### src/rtl/irq_res_pkg.sv
package irq_res_pkg;
    typedef enum logic [2:0] {
        DM_FIXED    = 3'd0,
        DM_LOWEST   = 3'd1,
        DM_SMI      = 3'd2,
        DM_RSVD     = 3'd3,
        DM_NMI      = 3'd4,
        DM_INIT     = 3'd5,
        DM_STARTUP  = 3'd6,
        DM_EXTERNAL = 3'd7
    } dmode_e;

    typedef enum logic [1:0] {
        S_IDLE    = 2'd0,
        S_DELIVER = 2'd1,
        S_RESYNC  = 2'd2
    } res_state_e;

    localparam logic [7:0] BCAST_ID      = 8'hFF;
    localparam logic [3:0] MODEL_FLAT    = 4'hF;
    localparam logic [3:0] MODEL_CLUSTER = 4'h0;

    localparam int MSG_DEST_LSB  = 12;
    localparam int MSG_LOG_BIT   = 2;
    localparam int MSG_DMODE_LSB = 8;
    localparam int MSG_TRIG_BIT  = 15;
endpackage

### src/rtl/agent_match.sv
module agent_match
    import irq_res_pkg::*;
(
    input  logic [7:0] dest,
    input  logic       logical,
    input  logic [7:0] phys_id,
    input  logic [7:0] log_dest,
    input  logic [3:0] model,
    output logic       hit
);
    logic [7:0] overlap;
    assign overlap = dest & log_dest;

    always_comb begin
        hit = 1'b0;
        if (!logical) begin
            hit = (dest == BCAST_ID) || (dest == phys_id);
        end else if (model == MODEL_FLAT) begin
            hit = (overlap != 8'h00);
        end else if (model == MODEL_CLUSTER) begin
            hit = (dest[7:4] == log_dest[7:4]) && (overlap[3:0] != 4'h0);
        end
    end
endmodule

### src/rtl/lowest_pick.sv
module lowest_pick #(
    parameter int W = 8
) (
    input  logic [W-1:0] vec_in,
    output logic [W-1:0] vec_out
);
    assign vec_out = vec_in & (~vec_in + W'(1));
endmodule

### src/rtl/irq_dest_resolver.sv
module irq_dest_resolver
    import irq_res_pkg::*;
#(
    parameter int N_AGENTS = 8,
    localparam int IDX_W = (N_AGENTS > 1) ? $clog2(N_AGENTS) : 1
) (
    input  logic                  clk,
    input  logic                  rst_n,
    input  logic [N_AGENTS-1:0]   agent_present,
    input  logic [8*N_AGENTS-1:0] agent_phys_id,
    input  logic [8*N_AGENTS-1:0] agent_log_dest,
    input  logic [4*N_AGENTS-1:0] agent_model,
    input  logic                  cmd_valid,
    input  logic [7:0]            cmd_dest,
    input  logic                  cmd_dest_logical,
    input  logic [1:0]            cmd_shorthand,
    input  logic [2:0]            cmd_dmode,
    input  logic [7:0]            cmd_vector,
    input  logic                  cmd_trigger,
    input  logic                  cmd_level,
    input  logic [IDX_W-1:0]      cmd_requester,
    input  logic                  msg_valid,
    input  logic [31:0]           msg_addr,
    input  logic [31:0]           msg_data,
    output logic                  out_valid,
    output logic [N_AGENTS-1:0]   out_mask,
    output logic [2:0]            out_dmode,
    output logic [7:0]            out_vector,
    output logic                  out_trigger,
    output logic [N_AGENTS-1:0]   out_resync
);
    // Selected request fields (command wins over message, R9)
    logic [7:0] sel_dest;
    logic       sel_logical;
    logic [1:0] sel_shorthand;
    logic [2:0] sel_dmode;
    logic [7:0] sel_vector;
    logic       sel_trigger;
    logic       sel_deassert;
    logic       accept;

    logic unused_msg_bits;
    assign unused_msg_bits = ^{msg_addr[31:20], msg_addr[11:3], msg_addr[1:0],
                               msg_data[31:16], msg_data[14:11]};

    always_comb begin
        accept = cmd_valid || msg_valid;
        if (cmd_valid) begin
            sel_dest      = cmd_dest;
            sel_logical   = cmd_dest_logical;
            sel_shorthand = cmd_shorthand;
            sel_dmode     = cmd_dmode;
            sel_vector    = cmd_vector;
            sel_trigger   = cmd_trigger;
            sel_deassert  = (cmd_dmode == DM_INIT) && !cmd_level && cmd_trigger;
        end else begin
            sel_dest      = msg_addr[MSG_DEST_LSB +: 8];
            sel_logical   = msg_addr[MSG_LOG_BIT];
            sel_shorthand = 2'd0;
            sel_dmode     = msg_data[MSG_DMODE_LSB +: 3];
            sel_vector    = msg_data[7:0];
            sel_trigger   = msg_data[MSG_TRIG_BIT];
            sel_deassert  = 1'b0;
        end
    end

    // Per-agent destination match and shorthand masks
    logic [N_AGENTS-1:0] hit_vec;
    logic [N_AGENTS-1:0] self_vec;

    for (genvar i = 0; i < N_AGENTS; i++) begin : g_agent
        agent_match u_match (
            .dest     (sel_dest),
            .logical  (sel_logical),
            .phys_id  (agent_phys_id[8*i +: 8]),
            .log_dest (agent_log_dest[8*i +: 8]),
            .model    (agent_model[4*i +: 4]),
            .hit      (hit_vec[i])
        );
        assign self_vec[i] = (cmd_requester == IDX_W'(i));
    end

    logic [N_AGENTS-1:0] base_mask;
    logic [N_AGENTS-1:0] low_mask;
    logic [N_AGENTS-1:0] final_mask;

    always_comb begin
        unique case (sel_shorthand)
            2'd0: base_mask = hit_vec;
            2'd1: base_mask = self_vec;
            2'd2: base_mask = '1;
            2'd3: base_mask = ~self_vec;
            default: base_mask = '0;
        endcase
        base_mask = base_mask & agent_present;
    end

    lowest_pick #(.W(N_AGENTS)) u_pick (
        .vec_in  (base_mask),
        .vec_out (low_mask)
    );

    assign final_mask = (sel_dmode == DM_LOWEST) ? low_mask : base_mask;

    // State machine: state register
    res_state_e state_q, state_d;

    always_comb begin
        if (!accept)           state_d = S_IDLE;
        else if (sel_deassert) state_d = S_RESYNC;
        else                   state_d = S_DELIVER;
    end

    always_ff @(posedge clk or negedge rst_n) begin
        if (!rst_n) state_q <= S_IDLE;
        else        state_q <= state_d;
    end

    // Output payload registers
    logic [N_AGENTS-1:0] mask_q;
    logic [2:0]          dmode_q;
    logic [7:0]          vector_q;
    logic                trigger_q;

    always_ff @(posedge clk or negedge rst_n) begin
        if (!rst_n) begin
            mask_q    <= '0;
            dmode_q   <= 3'd0;
            vector_q  <= 8'd0;
            trigger_q <= 1'b0;
        end else if (accept) begin
            mask_q    <= final_mask;
            dmode_q   <= sel_dmode;
            vector_q  <= sel_vector;
            trigger_q <= sel_trigger;
        end
    end

    always_comb begin
        out_valid   = 1'b0;
        out_mask    = '0;
        out_resync  = '0;
        out_dmode   = dmode_q;
        out_vector  = vector_q;
        out_trigger = trigger_q;
        unique case (state_q)
            S_IDLE:    ;
            S_DELIVER: begin
                out_valid = 1'b1;
                out_mask  = mask_q;
            end
            S_RESYNC:  out_resync = mask_q;
            default:   ;
        endcase
    end

    // Assertions
    a_r10_absent_never_selected: assert property (@(posedge clk) disable iff (!rst_n)
        (out_valid || (out_resync != '0)) |->
            (((out_mask | out_resync) & ~$past(agent_present)) == '0));

    a_r5_lowest_single: assert property (@(posedge clk) disable iff (!rst_n)
        (out_valid && out_dmode == DM_LOWEST) |-> $onehot0(out_mask));

    a_r6_resync_excludes_valid: assert property (@(posedge clk) disable iff (!rst_n)
        (out_resync != '0) |-> (!out_valid && out_dmode == DM_INIT));

    a_r8_pulse_follows_request: assert property (@(posedge clk) disable iff (!rst_n)
        out_valid |-> $past(cmd_valid || msg_valid));

    a_r9_cmd_priority: assert property (@(posedge clk) disable iff (!rst_n)
        $past(cmd_valid && msg_valid) |-> (out_vector == $past(cmd_vector)));

    a_r4_self_only: assert property (@(posedge clk) disable iff (!rst_n)
        (out_valid && $past(cmd_valid && cmd_shorthand == 2'd1)) |->
            ($countones(out_mask) <= 1));
endmodule

### config.mk
export PLATFORM = sky130hd
export DESIGN_NAME = irq_dest_resolver
export DESIGN_NICKNAME = d
export VERILOG_FILES = /design/src/rtl/irq_res_pkg.sv /design/src/rtl/agent_match.sv /design/src/rtl/lowest_pick.sv /design/src/rtl/irq_dest_resolver.sv
export SDC_FILE = /design/constraint.sdc
export NUM_CORES = 1
export LEC_CHECK = 0
export CAP_MARGIN = 20
export CELL_PAD_IN_SITES_DETAIL_PLACEMENT = 0
export CELL_PAD_IN_SITES_GLOBAL_PLACEMENT = 1
export CORE_MARGIN = 2
export CORE_UTILIZATION = 19
export DETAILED_ROUTE_END_ITERATION = 8
export PLACE_DENSITY = 0.79
export SYNTH_ARGS = -nofsm -noshare
export SYNTH_HDL_FRONTEND = slang
export SYNTH_SLANG_ARGS = --single-unit
### constraint.sdc
create_clock -name clk -period 1 [get_ports clk]
set_input_delay 0.3 -clock clk [delete_from_list [all_inputs] [get_ports clk]]
set_output_delay 0.3 -clock clk [all_outputs]
set_load 0.01 [all_outputs]
== Word level (Yosys, flattened, before mapping) ==
Index checks and enable logic that the tools add are counted.
Word-level totals
  bits in registers: 22
  bits in latches: 0
  bits in writable memories: 0
  bits in read-only memories: 0
  bits of input ports: 263
  logic and storage cells: 141
  memories kept: 0
Cells by class
  add/sub/neg operators: 1
  $mul: 0
  div/mod/pow operators: 0
  order comparisons: 0
  equal/unequal tests: 39
  shift operators: 0
  muxes and demuxes: 38
  bitwise logic cells: 12
  reduce and logical (&&, ||, !) cells: 46
Operators with widths (number)
  AND 8 bit: 10
  equality test 8 bit: 8
  nonzero test 8 bit: 8
  two-way mux 8 bit: 5
  equality test 4 bit: 8
  equality test 4 bit (second input constant): 8
  zero test 4 bit: 8
  one-hot mux 8 bit (4 select lines): 1
  nonzero test 4 bit: 8
  two-way mux 1 bit: 28
  NOT 8 bit: 2
  equality test 3 bit (second input constant): 5
  logical AND 1 bit: 10
  logical OR 1 bit: 9
  adder 8 x 1 -> 8 bit (second input constant): 1
  equality test 8 bit (second input constant): 1
  equality test 2 bit (second input constant): 3
  equality test 3 x 1 -> 1 bit (second input constant): 2
  equality test 3 x 2 -> 1 bit (second input constant): 2
  two-way mux 2 bit: 3
  equality test 2 x 1 -> 1 bit (second input constant): 2
  zero test 3 bit: 1
  two-way mux 3 bit: 1
  zero test 2 bit: 1
  zero test 1 bit: 1

== Longest topological paths before layout ==
  depth in word-level cells: 13
  depth in mapped cells: 13

== By module ==
Synthesis repeated with hierarchy kept, for this count alone.
Unflattened totals
  cells, all modules: 391
  area total of the unflattened synthesis: 3364.5 sq um
By module, submodules not included
  agent_match: times used 8, cells each 28, area each 225.2 sq um, seq. area each 0.0 sq um
  irq_dest_resolver: times used 1, cells each 157, area each 1478.9 sq um, seq. area each 550.5 sq um
  lowest_pick: times used 1, cells each 10, area each 83.8 sq um, seq. area each 0.0 sq um

== Worst setup path after synthesis ==
No wires, ideal clock.
  kind: in2reg
  start: input port cmd_valid
  end: register mask_q[5]
  arrival: 2.717 ns
  slack: -1.843 ns
  cell stages on the path: 13
  path buffers: 2
  cell sequence: buf_6 buf_12 mux2i_4 inv_1 ha_1 nor4_1 nand2_1 a22oi_1 nor3_1 a211oi_1 nor2_1 a211oi_2 a211oi_1
On the way
  word-level cells in the longest chain between the ends: 13
  elaborated cells between the ends (all ways): 77
  classes of those cells: 1 x add/sub; 17 x eq/ne; 24 x mux; 9 x bitwise; 26 x reduce/logical
RTL lines
  start, declared: line irq_dest_resolver.sv:13  | input logic cmd_valid,
  two-way mux 8 bit: line irq_dest_resolver.sv:48  | if (cmd_valid) begin
  AND 8 bit: line agent_match.sv:12  | assign overlap = dest & log_dest;
  nonzero test 4 bit: line agent_match.sv:21  | hit = (dest[7:4] == log_dest[7:4]) && (overlap[3:0] != 4'h0);
  logical AND 1 bit: line agent_match.sv:21
  two-way mux 1 bit: line agent_match.sv:20  | end else if (model == MODEL_CLUSTER) begin
  two-way mux 1 bit: line agent_match.sv:18  | end else if (model == MODEL_FLAT) begin
  two-way mux 1 bit: line agent_match.sv:16  | if (!logical) begin
  one-hot mux 8 bit (4 select lines): line irq_dest_resolver.sv:88  | unique case (sel_shorthand)
  AND 8 bit: line irq_dest_resolver.sv:95  | base_mask = base_mask & agent_present;
  NOT 8 bit: line lowest_pick.sv:7  | assign vec_out = vec_in & (~vec_in + W'(1));
  adder 8 x 1 -> 8 bit: line lowest_pick.sv:7
  AND 8 bit: line lowest_pick.sv:7
  two-way mux 8 bit: line irq_dest_resolver.sv:103  | assign final_mask = (sel_dmode == DM_LOWEST) ? low_mask : base_mask;
  end signal, assigned: line irq_dest_resolver.sv:132  | mask_q <= final_mask;
  end, declared: line irq_dest_resolver.sv:120  | logic [N_AGENTS-1:0] mask_q;
Parallel ways exist; a longest one is shown, timed or not.
A chain may end at the register's enable or synchronous reset.

== Worst setup path in the final report ==
Ends and elaborated chain as after synthesis.

==> impl_metrics.xml <==
<?xml version="1.0" encoding="UTF-8"?>
<metrics>
  <group name="grt">
    <metric name="grt_max_degree" unit="">36</metric>
    <metric name="overflow" unit="">0</metric>
    <metric name="grt_use_total" unit="%">16.9</metric>
    <metric name="grt_pass1_wl" unit="mm">24.2</metric>
    <metric name="initial_antenna_violation_count" unit="">0</metric>
    <metric name="grt_pass1_vias" unit="">4566</metric>
  </group>
  <group name="critical_path">
    <metric name="r2r-start" unit="">out_dmode[2]</metric>
    <metric name="critical_path.slowest_cell" unit="">sky130_fd_sc_hd__ha_1</metric>
    <metric name="timing.critical_path.arrival" unit="ns">2.56</metric>
    <metric name="crit_required" unit="ns">1.13</metric>
    <metric name="critPathLaunchType" unit="">input port</metric>
    <metric name="cp_endpoint_kind" unit="">flop</metric>
    <metric name="critical_path.cell_chain" unit="">buf_12 &gt; buf_12 &gt; mux2i_4 &gt; inv_4 &gt; buf_4 &gt; ha_1 &gt; nor4_2 &gt; nand2_1 &gt; a22oi_2 &gt; nor3_2 &gt; a211oi_2 &gt; nor2_2 &gt; a211oi_2 &gt; a211oi_1</metric>
    <metric name="worst_r2r_end" unit="">out_dmode[2]</metric>
    <metric name="setup_cp_type" unit="">in2reg</metric>
    <metric name="crit_fanout" unit="">6</metric>
    <metric name="critical_path_buf_inv_count" unit="">4</metric>
    <metric name="critical_path.top_delay_family" unit="">compound AO/OA/AOI/OAI gates</metric>
    <metric name="setup.reg_to_reg.worst_slack" unit="ns">0.05</metric>
    <metric name="timing.critical_path.slowest_cell_delay" unit="ns">0.28</metric>
    <metric name="r2r.worst_path.cells" unit="">4</metric>
  </group>
  <group name="run_status">
    <metric name="violations_in_the_final_reports" unit="">setup timing</metric>
    <metric name="run_status" unit="">finished, violations left</metric>
  </group>
  <group name="synthesis">
    <metric name="synth_ff_type" unit="">sky130_fd_sc_hd__dfrtp_1</metric>
    <metric name="synthDominantCellAreaShare" unit="%">16.5</metric>
    <metric name="postSynth.asyncResetShare" unit="%">100</metric>
    <metric name="post_synth_inst_count" unit="">391</metric>
    <metric name="postSynthRegisterBits" unit="">22</metric>
    <metric name="mappedNetlistArea" unit="µm²">3330</metric>
    <metric name="synth.yosys.seq_area_share" unit="%">16.5</metric>
    <metric name="ys.warnings.count" unit="">0</metric>
    <metric name="synth_largest_area_cell" unit="">sky130_fd_sc_hd__dfrtp_1</metric>
    <metric name="synth_nets" unit="">686</metric>
    <metric name="synth.distinct_cells" unit="">45</metric>
    <metric name="synth_top_cells_by_area" unit="">sky130_fd_sc_hd__dfrtp_1 17%, sky130_fd_sc_hd__xnor2_1 15%, sky130_fd_sc_hd__ha_1 12%, sky130_fd_sc_hd__nor4_1 7.1%, sky130_fd_sc_hd__mux2i_4 4.7%</metric>
    <metric name="synth_area_per_cell" unit="µm²">8.51</metric>
    <metric name="edff_count_synth" unit="">0</metric>
  </group>
  <group name="clocking">
    <metric name="postCtsHoldBufs" unit="">0</metric>
    <metric name="clockRootBuffer" unit="">sky130_fd_sc_hd__clkbuf_16</metric>
    <metric name="cts_tree" unit="">done</metric>
    <metric name="cts.path.max_buffers" unit="">2</metric>
    <metric name="htree_levels" unit="">1</metric>
    <metric name="worst_setup_hold_path_clk_slew" unit="ns">0.06</metric>
    <metric name="clock_latency" unit="ns">0.25</metric>
    <metric name="cts_num_sinks" unit="">22</metric>
    <metric name="numCtsBuffers" unit="">3</metric>
  </group>
  <group name="drt">
    <metric name="postRouteAntennaNets" unit="">0</metric>
    <metric name="avgRoutedWirePerCell" unit="µm">16.6</metric>
    <metric name="via_count" unit="">4330</metric>
    <metric name="drt_iter0_drc" unit="">67</metric>
    <metric name="avgViaCountPerCell" unit="">4.44</metric>
    <metric name="postRouteWirelength" unit="mm">16.2</metric>
    <metric name="route.detailed.drc" unit="">0</metric>
    <metric name="first_pass_iters" unit="">4</metric>
  </group>
  <group name="min_path">
    <metric name="min-delay-path-class" unit="">in2async</metric>
  </group>
  <group name="timing">
    <metric name="final.setup.worst_slack" unit="ns">-1.42</metric>
    <metric name="rsz_0062_raised_after_global_routing" unit="">yes</metric>
    <metric name="finalClockSkew" unit="ns">0</metric>
    <metric name="setup_violations" unit="">40</metric>
    <metric name="maxSlewHeadroom" unit="%">73.5</metric>
    <metric name="final.hold.worst_slack" unit="ns">0.402</metric>
    <metric name="timing.final.hold_violations" unit="">0</metric>
    <metric name="timing.fmax" unit="MHz">413</metric>
    <metric name="maxSlewViolCount" unit="">0</metric>
    <metric name="portion_of_the_clock_cycle_consumed_by_the_worst_path_in_the_final_layout" unit="%">242</metric>
    <metric name="timing_worst_slew_pin_value" unit="ns">0.394</metric>
    <metric name="final_period_minus_worst_setup_slack" unit="ns">2.42</metric>
  </group>
  <group name="floorplanning">
    <metric name="die_width" unit="µm">136</metric>
    <metric name="placement_rows" unit="">48</metric>
    <metric name="fp.dieArea" unit="µm²">18600</metric>
    <metric name="boundaryPins" unit="">292</metric>
    <metric name="chipHeight" unit="µm">136</metric>
    <metric name="initial_core_util" unit="%">19.3</metric>
    <metric name="design.core.area" unit="µm²">17200</metric>
  </group>
  <group name="finish">
    <metric name="diodes" unit="">0</metric>
    <metric name="layout_common_cells" unit="">205 x sky130_fd_sc_hd__clkdlybuf4s50_1, 78 x sky130_fd_sc_hd__buf_4, 56 x sky130_fd_sc_hd__xnor2_1</metric>
    <metric name="final_common_cell" unit="">sky130_fd_sc_hd__clkdlybuf4s50_1</metric>
    <metric name="design_area" unit="µm²">7690</metric>
    <metric name="fin_nets" unit="">1047</metric>
    <metric name="synthToLayoutAreaGrowth" unit="%">131</metric>
    <metric name="drive_gt1_share" unit="%">33.3</metric>
    <metric name="final.fill_count" unit="">1684</metric>
  </group>
  <group name="place">
    <metric name="dp.final_hpwl" unit="mm">13.3</metric>
    <metric name="place_ws" unit="ns">-1.96</metric>
    <metric name="placement.cell_area" unit="µm²">6730</metric>
    <metric name="routabilityCongestion" unit="">0.814</metric>
    <metric name="place.port_buffers" unit="">248</metric>
  </group>
  <group name="power_and_ir_drop">
    <metric name="power_leakage" unit="µW">0.00307</metric>
    <metric name="power_density_cells" unit="nW/µm²">679</metric>
    <metric name="design_power_total" unit="µW">5220</metric>
    <metric name="power.ir.vdd_worst" unit="µV">589</metric>
  </group>
  <group name="flow_run">
    <metric name="maxCapViolations" unit="">0</metric>
  </group>
</metrics>
-- logic make-up (layout without fill, tap and decap cells) --
group | count (synthesis) | after routing | synth area share (%)
AO/OA/AOI/OAI | 73 | 73 | 15.2
XOR/XNOR | 72 | 72 | 18.9
adder cells (fa/ha/maj) | 32 | 32 | 12.0
buffers and inverters | 20 | 379 | 3.31
flip-flops | 22 | 22 | 16.5
multiplexers | 23 | 23 | 9.92
AND/OR/NAND/NOR | 149 | 150 | 24.1
-- stage by stage --
| stage | TNS [ns] | cells | util, % |
|---|---|---|---|
| global route | -23.52 | 976 | 44.6 |
| CTS | -21.07 | 959 | 42.9 |
| detailed placement | -34.44 | 920 | 39.1 |
| floorplan | -16.83 | 391 | - |
| global placement | -33.81 | 920 | 39.1 |
| finish | -21.63 | 976 | 44.6 |
-- sequential cells by signal, indices dropped and copies added (netlist names) --
register	flops
out_dmode	3
mask_q	8
state_q	2
out_trigger	1
out_vector	8
-- Yosys cell counts (all sizes together), types with 7 or more instances --
library cell,n
xor2,15
nor3,10
nand4,11
nand2,40
mux2i,19
nor4,38
nor2,18
ha,32
a21oi,7
o21ai,30
a211oi,7
clkbuf,9
dfrtp,22
and2,16
xnor2,57
a22oi,15
-- timing repair --
action	4_1_cts	5_1_grt
buffers inserted	35	16
resized for setup	216	37
pin swaps	31	13
cloned	1	1
endpoints found under the setup margin	51	42
-- cell type report --
| class | instances | area, µm² | share of cell area [%] |
|---|---|---|---|
| clock buffers | 4 | 88.8 | 1.16 |
| inverters | 6 | 35.0 | 0.456 |
| multi-input cells | 350 | 3120 | 40.5 |
| flip-flops and latches | 22 | 552 | 7.17 |
| well taps | 225 | 282 | 3.66 |
| repair buffers | 369 | 3620 | 47.0 |
-- where the power goes --
group          total, µW  internal, µW  switching, µW  leakage (µW)
clock network        933           611            322     0.0000442
logic               3250          2000           1250       0.00275
registers           1040           971           64.0      0.000272
-- per-layer routing --
| layer | track usage (%) | vias up | share of wire (%) |
|---|---|---|---|
| met3 | 2.09 | 14 | 5.0 |
| met5 | 0 | - | 0 |
| met4 | 3.47 | 0 | 1.5 |
| met2 | 32.5 | 163 | 54 |
| met1 | 19.9 | 1975 | 40 |
| li1 | - | 2178 | - |
-- worst max path at each step --
stage / from / slack [ns] / end / depth (start not counted)
finish: cmd_valid / -1.42 / mask_q[5] / 14
global route: cmd_valid / -1.54 / mask_q[6] / 14
CTS: cmd_valid / -1.41 / mask_q[4] / 15
detailed placement: cmd_dest[5] / -1.96 / mask_q[5] / 13
global placement: msg_addr[17] / -1.92 / mask_q[5] / 13
floorplan: cmd_valid / -1.60 / mask_q[5] / 13
Power figures use the tool's default switching activity.
